## config.mk

```make
export PLATFORM = sky130hd
export DESIGN_NAME = code_lock_guard
export DESIGN_NICKNAME = d
export VERILOG_FILES = /design/src/rtl/code_lock_pkg.sv /design/src/rtl/code_store.sv /design/src/rtl/key_store.sv /design/src/rtl/access_ctrl.sv /design/src/rtl/code_lock_guard.sv
export SDC_FILE = /design/constraint.sdc
export NUM_CORES = 2
export LEC_CHECK = 0
export BUFFER_PORTS_ARGS = -buffer_cell sky130_fd_sc_hd__buf_2
export CAP_MARGIN = 20
export CORE_MARGIN = 2
export CORE_UTILIZATION = 40
export DETAILED_ROUTE_END_ITERATION = 8
export HOLD_SLACK_MARGIN = 0.08
export PLACE_DENSITY_LB_ADDON = 0.2
export SETUP_SLACK_MARGIN = 0.5
export SLEW_MARGIN = 20
export SYNTH_ARGS = -nofsm -noshare
export SYNTH_HDL_FRONTEND = slang
export SYNTH_SLANG_ARGS = --single-unit
```

## constraint.sdc

```tcl
create_clock -name clk -period 5.2 [get_ports clk]
set_input_delay 1.56 -clock clk [delete_from_list [all_inputs] [get_ports clk]]
set_output_delay 1.56 -clock clk [all_outputs]
set_load 0.02 [all_outputs]
```

## src/rtl/code_lock_pkg.sv

```systemverilog
package code_lock_pkg;

    localparam int KEY_BYTES = 32;
    localparam int KEY_IDX_W = $clog2(KEY_BYTES);
    localparam int BYTE_W    = 8;

    localparam logic [7:0] SIG_MAKER  = 8'h89;
    localparam logic [7:0] SIG_DEV_A  = 8'h51;
    localparam logic [7:0] SIG_DEV_B  = 8'h52;
    localparam int         SIG_ADDR_0 = 'h30;
    localparam int         SIG_ADDR_1 = 'h31;

    typedef enum logic [1:0] {
        SP_CODE = 2'd0,
        SP_KEY  = 2'd1,
        SP_LOCK = 2'd2,
        SP_NONE = 2'd3
    } pgm_space_e;

    typedef enum logic [1:0] {
        LVL_OPEN  = 2'd0,
        LVL_NOPGM = 2'd1,
        LVL_NOVFY = 2'd2
    } lock_lvl_e;

    // 1 = unprogrammed
    typedef struct packed {
        logic lb2;
        logic lb1;
    } lock_bits_t;

    typedef struct packed {
        logic       valid;
        logic       viol;
        logic [7:0] data;
    } rd_resp_t;

    function automatic lock_lvl_e decode_level(input lock_bits_t b);
        if (!b.lb1 && !b.lb2) return LVL_NOVFY;
        if (!b.lb1)           return LVL_NOPGM;
        return LVL_OPEN;   // reserved pairing treated as open
    endfunction

    function automatic logic [7:0] scramble(input logic [7:0] code_b, input logic [7:0] key_b);
        return ~(code_b ^ key_b);
    endfunction

    function automatic logic [7:0] device_sig(input int variant);
        return (variant == 0) ? SIG_DEV_A : SIG_DEV_B;
    endfunction

endpackage

```

## src/rtl/code_store.sv

```systemverilog
module code_store
    import code_lock_pkg::*;
#(
    parameter int ADDR_W = 8
) (
    input  logic              clk,
    input  logic              erase,
    input  logic              we,
    input  logic [ADDR_W-1:0] waddr,
    input  logic [7:0]        wdata,
    input  logic [ADDR_W-1:0] vaddr,
    output logic [7:0]        vdata,
    input  logic [ADDR_W-1:0] raddr,
    output logic [7:0]        rdata
);
    localparam int DEPTH = 1 << ADDR_W;

    logic [7:0] mem_q [DEPTH];

    always_ff @(posedge clk) begin
        if (erase) begin
            for (int i = 0; i < DEPTH; i++) mem_q[i] <= 8'hFF;
        end else if (we) begin
            mem_q[waddr] <= wdata;
        end
    end

    assign vdata = mem_q[vaddr];
    assign rdata = mem_q[raddr];

endmodule

```

## src/rtl/key_store.sv

```systemverilog
module key_store
    import code_lock_pkg::*;
(
    input  logic                 clk,
    input  logic                 erase,
    input  logic                 key_we,
    input  logic                 lock_we,
    input  logic [KEY_IDX_W-1:0] idx,
    input  logic [7:0]           wdata,
    output logic [7:0]           key_byte,
    output lock_bits_t           lock_q
);
    logic [7:0] key_q [KEY_BYTES];

    generate
        for (genvar g = 0; g < KEY_BYTES; g++) begin : g_key
            always_ff @(posedge clk) begin
                if (erase)
                    key_q[g] <= 8'hFF;
                else if (key_we && idx == KEY_IDX_W'(g))
                    key_q[g] <= key_q[g] & wdata;
            end
        end
    endgenerate

    always_ff @(posedge clk) begin
        if (erase)
            lock_q <= '{lb2: 1'b1, lb1: 1'b1};
        else if (lock_we)
            lock_q <= lock_q & lock_bits_t'(wdata[1:0]);
    end

    assign key_byte = key_q[idx];

endmodule

```

## src/rtl/access_ctrl.sv

```systemverilog
module access_ctrl
    import code_lock_pkg::*;
#(
    parameter int ADDR_W      = 8,
    parameter int SIG_VARIANT = 0
) (
    input  logic              clk,
    input  logic              rst,
    input  lock_bits_t        lock_q,
    input  logic [1:0]        pgm_space,
    input  logic              pgm_wr,
    input  logic              pgm_erase,
    input  logic [ADDR_W-1:0] pgm_addr,
    input  logic              pgm_sig,
    input  logic [7:0]        code_vbyte,
    input  logic [7:0]        key_vbyte,
    input  logic              rd_req,
    input  logic              rd_from_ext,
    input  logic [7:0]        code_rbyte,
    output logic              code_we,
    output logic              key_we,
    output logic              lock_we,
    output logic [7:0]        vfy_data,
    output rd_resp_t          rd_resp
);
    localparam logic [ADDR_W-1:0] SIG_A0 = ADDR_W'(SIG_ADDR_0);
    localparam logic [ADDR_W-1:0] SIG_A1 = ADDR_W'(SIG_ADDR_1);
    localparam logic [7:0]        DEV_SIG = device_sig(SIG_VARIANT);

    lock_lvl_e  level;
    pgm_space_e space;
    logic       wr_ok;
    logic [7:0] vfy_next;
    logic       rd_block;

    assign level = decode_level(lock_q);
    assign space = pgm_space_e'(pgm_space);
    assign wr_ok = pgm_wr && !pgm_erase;

    assign code_we = wr_ok && (space == SP_CODE) && (level == LVL_OPEN);
    assign key_we  = wr_ok && (space == SP_KEY)  && (level == LVL_OPEN);
    assign lock_we = wr_ok && (space == SP_LOCK);

    always_comb begin
        if (level == LVL_NOVFY)
            vfy_next = 8'hFF;
        else if (pgm_sig && pgm_addr == SIG_A0)
            vfy_next = SIG_MAKER;
        else if (pgm_sig && pgm_addr == SIG_A1)
            vfy_next = DEV_SIG;
        else
            vfy_next = scramble(code_vbyte, key_vbyte);
    end

    assign rd_block = (level != LVL_OPEN) && rd_from_ext;

    always_ff @(posedge clk) begin
        if (rst) begin
            vfy_data <= 8'hFF;
            rd_resp  <= '0;
        end else begin
            vfy_data      <= vfy_next;
            rd_resp.valid <= rd_req;
            rd_resp.viol  <= rd_req && rd_block;
            rd_resp.data  <= !rd_req ? 8'h00 : (rd_block ? 8'hFF : code_rbyte);
        end
    end

endmodule

```

## src/rtl/code_lock_guard.sv

```systemverilog
module code_lock_guard
    import code_lock_pkg::*;
#(
    parameter int ADDR_W      = 8,
    parameter int SIG_VARIANT = 0
) (
    input  logic              clk,
    input  logic              rst,
    input  logic [ADDR_W-1:0] pgm_addr,
    input  logic [7:0]        pgm_wdata,
    input  logic [1:0]        pgm_space,
    input  logic              pgm_wr,
    input  logic              pgm_erase,
    input  logic              pgm_sig,
    output logic [7:0]        vfy_data,
    input  logic              rd_req,
    input  logic [ADDR_W-1:0] rd_addr,
    input  logic              rd_from_ext,
    input  logic              ea_pin,
    output logic [7:0]        rd_data,
    output logic              rd_valid,
    output logic              rd_violation,
    output logic              ea_latched,
    output logic              ea_mismatch
);
    lock_bits_t lock_q;
    logic       code_we, key_we, lock_we;
    logic [7:0] code_vbyte, code_rbyte, key_vbyte;
    rd_resp_t   rd_resp;

    code_store #(.ADDR_W(ADDR_W)) u_code (
        .clk   (clk),
        .erase (pgm_erase),
        .we    (code_we),
        .waddr (pgm_addr),
        .wdata (pgm_wdata),
        .vaddr (pgm_addr),
        .vdata (code_vbyte),
        .raddr (rd_addr),
        .rdata (code_rbyte)
    );

    key_store u_keys (
        .clk      (clk),
        .erase    (pgm_erase),
        .key_we   (key_we),
        .lock_we  (lock_we),
        .idx      (pgm_addr[KEY_IDX_W-1:0]),
        .wdata    (pgm_wdata),
        .key_byte (key_vbyte),
        .lock_q   (lock_q)
    );

    access_ctrl #(.ADDR_W(ADDR_W), .SIG_VARIANT(SIG_VARIANT)) u_ctrl (
        .clk         (clk),
        .rst         (rst),
        .lock_q      (lock_q),
        .pgm_space   (pgm_space),
        .pgm_wr      (pgm_wr),
        .pgm_erase   (pgm_erase),
        .pgm_addr    (pgm_addr),
        .pgm_sig     (pgm_sig),
        .code_vbyte  (code_vbyte),
        .key_vbyte   (key_vbyte),
        .rd_req      (rd_req),
        .rd_from_ext (rd_from_ext),
        .code_rbyte  (code_rbyte),
        .code_we     (code_we),
        .key_we      (key_we),
        .lock_we     (lock_we),
        .vfy_data    (vfy_data),
        .rd_resp     (rd_resp)
    );

    always_ff @(posedge clk) begin
        if (rst) ea_latched <= ea_pin;
    end

    assign ea_mismatch  = ea_pin ^ ea_latched;
    assign rd_data      = rd_resp.data;
    assign rd_valid     = rd_resp.valid;
    assign rd_violation = rd_resp.viol;

endmodule


```

# ---- Word-level counts from Yosys, hierarchy flattened
# Memory sizes are Yosys's and may differ from the RTL's.
# Cells that the tools add are included.
# W data, S select, Z words.
dict set report op_classes {
  n_addsub 0
  n_lt_le_gt_ge 0
  n_eq_ne 36
  reduce_logical 55
  muxes 146
  div 0
  n_shift 0
  n_bitwise 69
  n_mul 0
}
# cell n
set op_table {}
lappend op_table {{$mux W8} 36}
lappend op_table {{$and A8 B8 Y8} 32}
lappend op_table {{$mux W1} 105}
lappend op_table {{$eq A5 B5 Y1 const B} 16}
lappend op_table {{$logic_and A1 B1 Y1} 43}
lappend op_table {{$eq A5 B4 Y1 const B} 8}
lappend op_table {{$or A1 B1 Y1} 32}
lappend op_table {{$eq A5 B3 Y1 const B} 4}
lappend op_table {{$eq A8 B6 Y1 const B} 2}
lappend op_table {{$eq A5 B2 Y1 const B} 2}
lappend op_table {{$mux W2} 4}
lappend op_table {{$not A8 Y8} 1}
lappend op_table {{$reduce_or A8 Y1} 1}
lappend op_table {{$xor A8 B8 Y8} 1}
lappend op_table {{$mux W7} 1}
lappend op_table {{$eq A5 B1 Y1 const B} 1}
lappend op_table {{$logic_not A5 Y1} 1}
lappend op_table {{$eq A2 B2 Y1 const B} 2}
lappend op_table {{$logic_not A2 Y1} 2}
lappend op_table {{$reduce_or A2 Y1} 2}
lappend op_table {{$reduce_or A4 Y1} 1}
lappend op_table {{$logic_not A1 Y1} 3}
lappend op_table {{$reduce_or A3 Y1} 1}
lappend op_table {{$and A2 B2 Y2} 1}
lappend op_table {{other kinds (4)} 4}
dict set report word_totals {
  n_memories 2
  input_bits 34
  elab_cells 317
  mem_bits_rw 2304
  romBits 0
  latch_bits 0
  register_bits 21
}
# memory words width read_ports rd_clocked_by_memory_dff write_ports line_no
set memory_table {}
lappend memory_table {u_code.mem_q 256 8 2 0 256 code_store.sv:18} ;# logic [7:0] mem_q [DEPTH];
lappend memory_table {u_keys.key_q 32 8 33 0 32 key_store.sv:13} ;# logic [7:0] key_q [KEY_BYTES];

# ---- Longest topological paths before layout
dict set report depth {
  depth_word 13
  ltp_mapped 13
  mapped_depth_nobuf 8
}

# ---- Modules after synthesis
# Synthesis repeated with hierarchy kept, for this count alone.
dict set report unflattened {
  hier_cells 9053
  hier_area_um2 124873.5
}
# module instances cells_per_inst area_per_inst_um2
set by_module_without_submodules {}
lappend by_module_without_submodules {code_store 1 7889 111533.2}
lappend by_module_without_submodules {key_store 1 1092 12615.8}
lappend by_module_without_submodules {access_ctrl 1 70 685.7}
lappend by_module_without_submodules {code_lock_guard 1 2 38.8}

# ---- Least setup slack after synthesis
# Ideal clock, no wire load.
dict set report synth_timing {
  path_kind {input port to flip-flop}
  from {in rd_addr[0]}
  to {reg u_ctrl.rd_resp[2] (netlist name)}
  arrival_ns 4.142
  stages 8
  n_path_buf 3
  required_time_ns 5.068
  setup_slack_ns 0.926
  cell_sequence {clkbuf_1 > clkbuf_1 > buf_1 > mux4_2 > mux4_2 > mux4_2 > nand2_1 > a31oi_1}
}
dict set report synth_between {
  elab_chain_cells 2
}
# item line_no
set synth_rtl {}
lappend synth_rtl {{start, declared} code_lock_guard.sv:17} ;# input logic [ADDR_W-1:0] rd_addr,
lappend synth_rtl {{$mem_v2 Z256 W8} --}
lappend synth_rtl {{$mux W8} access_ctrl.sv:65} ;# rd_resp.data <= !rd_req ? 8'h00 : (rd_block ? 8'hFF : code_rbyte);
# Every way passes these cells.
# A chain may end at the register's enable or synchronous reset.

# ---- Final worst setup path
dict set report layout_timing {
  from {in pgm_addr[0]}
  to {reg u_ctrl.vfy_data[3]}
}
dict set report layout_between {
  elab_chain_cells 4
  word_cells_on_any_way 10
  classes_between {2 x eq/ne; 1 x mux; 2 x bitwise; 3 x reduce/logical; 2 x memory}
}
# item line_no
set layout_rtl {}
lappend layout_rtl {{start, declared} code_lock_guard.sv:9} ;# input logic [ADDR_W-1:0] pgm_addr,
lappend layout_rtl {{$mem_v2 Z256 W8 / $mem_v2 Z32 W8 (equally long branches)} --}
lappend layout_rtl {{$xor A8 B8 Y8} code_lock_pkg.sv:45} ;# return ~(code_b ^ key_b);
lappend layout_rtl {{$not A8 Y8} code_lock_pkg.sv:45}
lappend layout_rtl {{$mux W8} access_ctrl.sv:49} ;# else if (pgm_sig && pgm_addr == SIG_A1)
lappend layout_rtl {{end signal, assigned} access_ctrl.sv:62} ;# vfy_data <= vfy_next;
lappend layout_rtl {{end, declared} access_ctrl.sv:23} ;# output logic [7:0] vfy_data,
# Parallel ways exist; a longest one is shown, timed or not.

==> flow_metrics.env <==
export IMPL_drt_pre_antenna_iters=8
export IMPL_area_growth_pct=13.7
export IMPL_vias=82500
export IMPL_drc=0
export IMPL_postRouteWirelength_um=452000
export IMPL_hold_viol=0
export IMPL_worst_pin_slew_ns=1.27
export IMPL_ys_types=54
export IMPL_grt_pass1_wl_um=635000
export IMPL_stdcell_count=12400
export IMPL_tritoncts_num_buffers=272
export IMPL_clock_fmax_mhz=216
export IMPL_worstSetupStartpointType="input port"
export IMPL_setup_viol=0
export IMPL_fp_row_count=204
export IMPL_seq_area_um2=69600
export IMPL_tritoncts="built"
export IMPL_r2r_cells=8
export IMPL_syn_cell_area_um2=125000
export IMPL_final_cell_mix="edfxtp_1, or3_1, mux4_2"
export IMPL_maxCapViolCount=0
export IMPL_place_area_um2=133000
export IMPL_final_setup_tns_ns=0
export IMPL_grt_antenna_before_repair=46
export IMPL_r2r_start="u_code.mem_q[159][3]"
export IMPL_dieArea_um2=316000
export IMPL_ctsHoldBuffers=0
export IMPL_hp_class="reg2reg"
export IMPL_relSlewSlack_pct=15.0
export IMPL_clkTransAtPathRegs_ns=0.06
export IMPL_whs_ns=0.483
export IMPL_fillers=26700
export IMPL_multi_input_area_um2=50700
export IMPL_track_usage_pct=28.2
export IMPL_drive_gt1_share_pct=30.9
export IMPL_cts_path_max_buffers=4
export IMPL_pin_count=54
export IMPL_leakage_nw=34.5
export IMPL_skew_ns=0.0740
export IMPL_drtAntennaViolNets=0
export IMPL_io_buffers=53
export IMPL_ys_async_sr_fraction_pct=0
export IMPL_fin_crit_sh_pct=89.2
export IMPL_end_kind="register"
export IMPL_dp_final_hpwl_um=301000
export IMPL_fin_crit_ns=4.64
export IMPL_min_to="u_keys.lock_q[1]"
export IMPL_cts_root_buffer="clkbuf_16"
export IMPL_clock_latency_ns=0.95
export IMPL_die_height_um=562
export IMPL_powerDensity_nw_per_um2=305
export IMPL_grt_max_degree=146
export IMPL_drv_slew=0
export IMPL_reg2reg_to="u_ctrl.vfy_data[3]"
export IMPL_synth_edff_count=2305
export IMPL_min_delay_start="u_keys.lock_q[1]"
export IMPL_syn_inst=8166
export IMPL_die_w_um=562
export IMPL_grt_overflow=0
export IMPL_power_mw=43.1
export IMPL_synth_seq_area_share_pct=55.9
export IMPL_cp_required_ns=5.97
export IMPL_post_drt_wl_per_cell_um=36.4
export IMPL_nets=8115
export IMPL_crit_arrival_ns=5.41
export IMPL_status="finished clean"
export IMPL_final_common_cell="edfxtp_1"
export IMPL_yosysWarnings=0
export IMPL_core_area_um2=309000
export IMPL_critPathKind="in2reg"
export IMPL_rrSetupSlack_ns=1.85
export IMPL_cp_max_fo=21
export IMPL_rsz0062_at_grt="no"
export IMPL_drtIter0Drc=12800
export IMPL_cts_htree_levels=5
export IMPL_syn_avg_cell_area_um2=15.3
export IMPL_first_global_vias=80500
export IMPL_design_area_um2=142000
export IMPL_initial_core_util_pct=40.3
export IMPL_dp_cells=11900
export IMPL_avgViaCountPerCell=6.65
export IMPL_syn_nets=8200
export IMPL_hold_depth=2
export IMPL_ys_flop_type="edfxtp_1"
export IMPL_peakVddDrop_uv=269
export IMPL_gp_congestion=0.934
export IMPL_ys_seq_elements=2325
export IMPL_cts_sinks=2325
-- critical path: stages --
cell	delay, ns
buf_8	0.29
buf_12	0.30
buf_4	0.39
mux4_2	0.56
mux4_2	0.46
a32oi_1	0.53
nand2_1	0.18
nor3_2	0.52
buf_4	0.21
xor2_1	0.15
o21ai_1	0.08
-- cells by family (layout without fill, tap and decap cells) --
group	Yosys count	after routing	share of synthesized area [%]
flops	2325	2325	55.9
xor+xnor	7	7	0.0492
buf+inv	1131	1250	3.72
other cells	0	8	0
mux	1405	1405	24.1
compound gates	636	636	3.70
simple gates	2662	2662	12.5
-- worst max path at each step --
| stage | slack (ns) | start | end |
|---|---|---|---|
| floorplan | 0.93 | rd_addr[0] | u_ctrl.rd_resp[2] |
| global placement | -0.75 | pgm_addr[0] | u_ctrl.vfy_data[0] |
| detailed placement | -0.59 | pgm_addr[0] | u_ctrl.vfy_data[7] |
| CTS | 0.60 | pgm_addr[0] | u_ctrl.vfy_data[5] |
| global route | 0.55 | pgm_addr[0] | u_ctrl.vfy_data[3] |
| finish | 0.56 | pgm_addr[0] | u_ctrl.vfy_data[3] |
-- synth_stat cells (11+ instances only) --
cell	instances	share of area, %
o22ai_1	31	0.16
clkbuf_1	917	2.8
or2_2	84	0.42
buf_2	106	0.43
a22oi_1	108	0.65
buf_1	48	0.14
nand2_1	353	1.1
a31oi_1	19	0.095
a21oi_1	48	0.19
or3_1	1990	10
nor2_1	55	0.17
edfxtp_1	2305	56
nand2b_1	40	0.20
buf_4	43	0.26
nor3_1	19	0.076
a21o_1	128	0.77
buf_6	13	0.12
dfxtp_1	20	0.32
nor4_1	17	0.085
mux4_2	1274	23
mux2i_1	124	1.0
a32oi_1	13	0.091
nor2b_1	19	0.095
o21ai_0	11	0.044
o21bai_1	248	1.5
nand3_1	44	0.18
-- per-stage QoR --
step	utilization, %	worst slack (ns)
global placement	42.9	-0.753
global route	45.8	0.549
floorplan	-	0.926
detailed placement	42.9	-0.591
finish	45.8	0.560
CTS	45.8	0.595
-- layer usage --
layer,vias to the layer above,GRT usage (%),share of wire [%]
met5,-,0,0.032
met1,43800,39.3,39
met3,783,6.08,11
li1,33000,-,-
met4,22,10.6,4.3
met2,4955,43.4,46
-- power by group --
part	switching [mW]	total, mW	internal [mW]	leakage, nW
Combinational	2.26	3.28	1.03	14.3
Clock	8.34	19.3	10.9	4.24
Sequential	0.0357	20.6	20.6	16.0
Total	10.6	43.1	32.5	34.5
-- state kept, by name, indices dropped and copies added (netlist names) --
| name | cells |
|---|---|
| u_code.mem_q | 2048 |
| u_ctrl.vfy_data | 8 |
| u_ctrl.rd_resp | 10 |
| ea_latched | 1 |
| u_keys.key_q | 256 |
| u_keys.lock_q | 2 |
-- final cells by class --
class / count / area share (%)
Sequential cell: 2325 / 49.2
Antenna cell: 8 / 0.0141
Tap cell: 4120 / 3.64
Clock inverter: 146 / 1.19
Clock buffer: 332 / 4.98
Multi-Input combinational cell: 4710 / 35.8
Inverter: 4 / 0.0106
Timing Repair Buffer: 768 / 5.22
-- timing repair --
| action | CTS | global route |
|---|---|---|
| buffers inserted | 0 | 0 |
| gates resized for setup | 3 | 3 |
| endpoints found under the setup margin | 3 | 3 |
(Power assumes the default switching activity.)
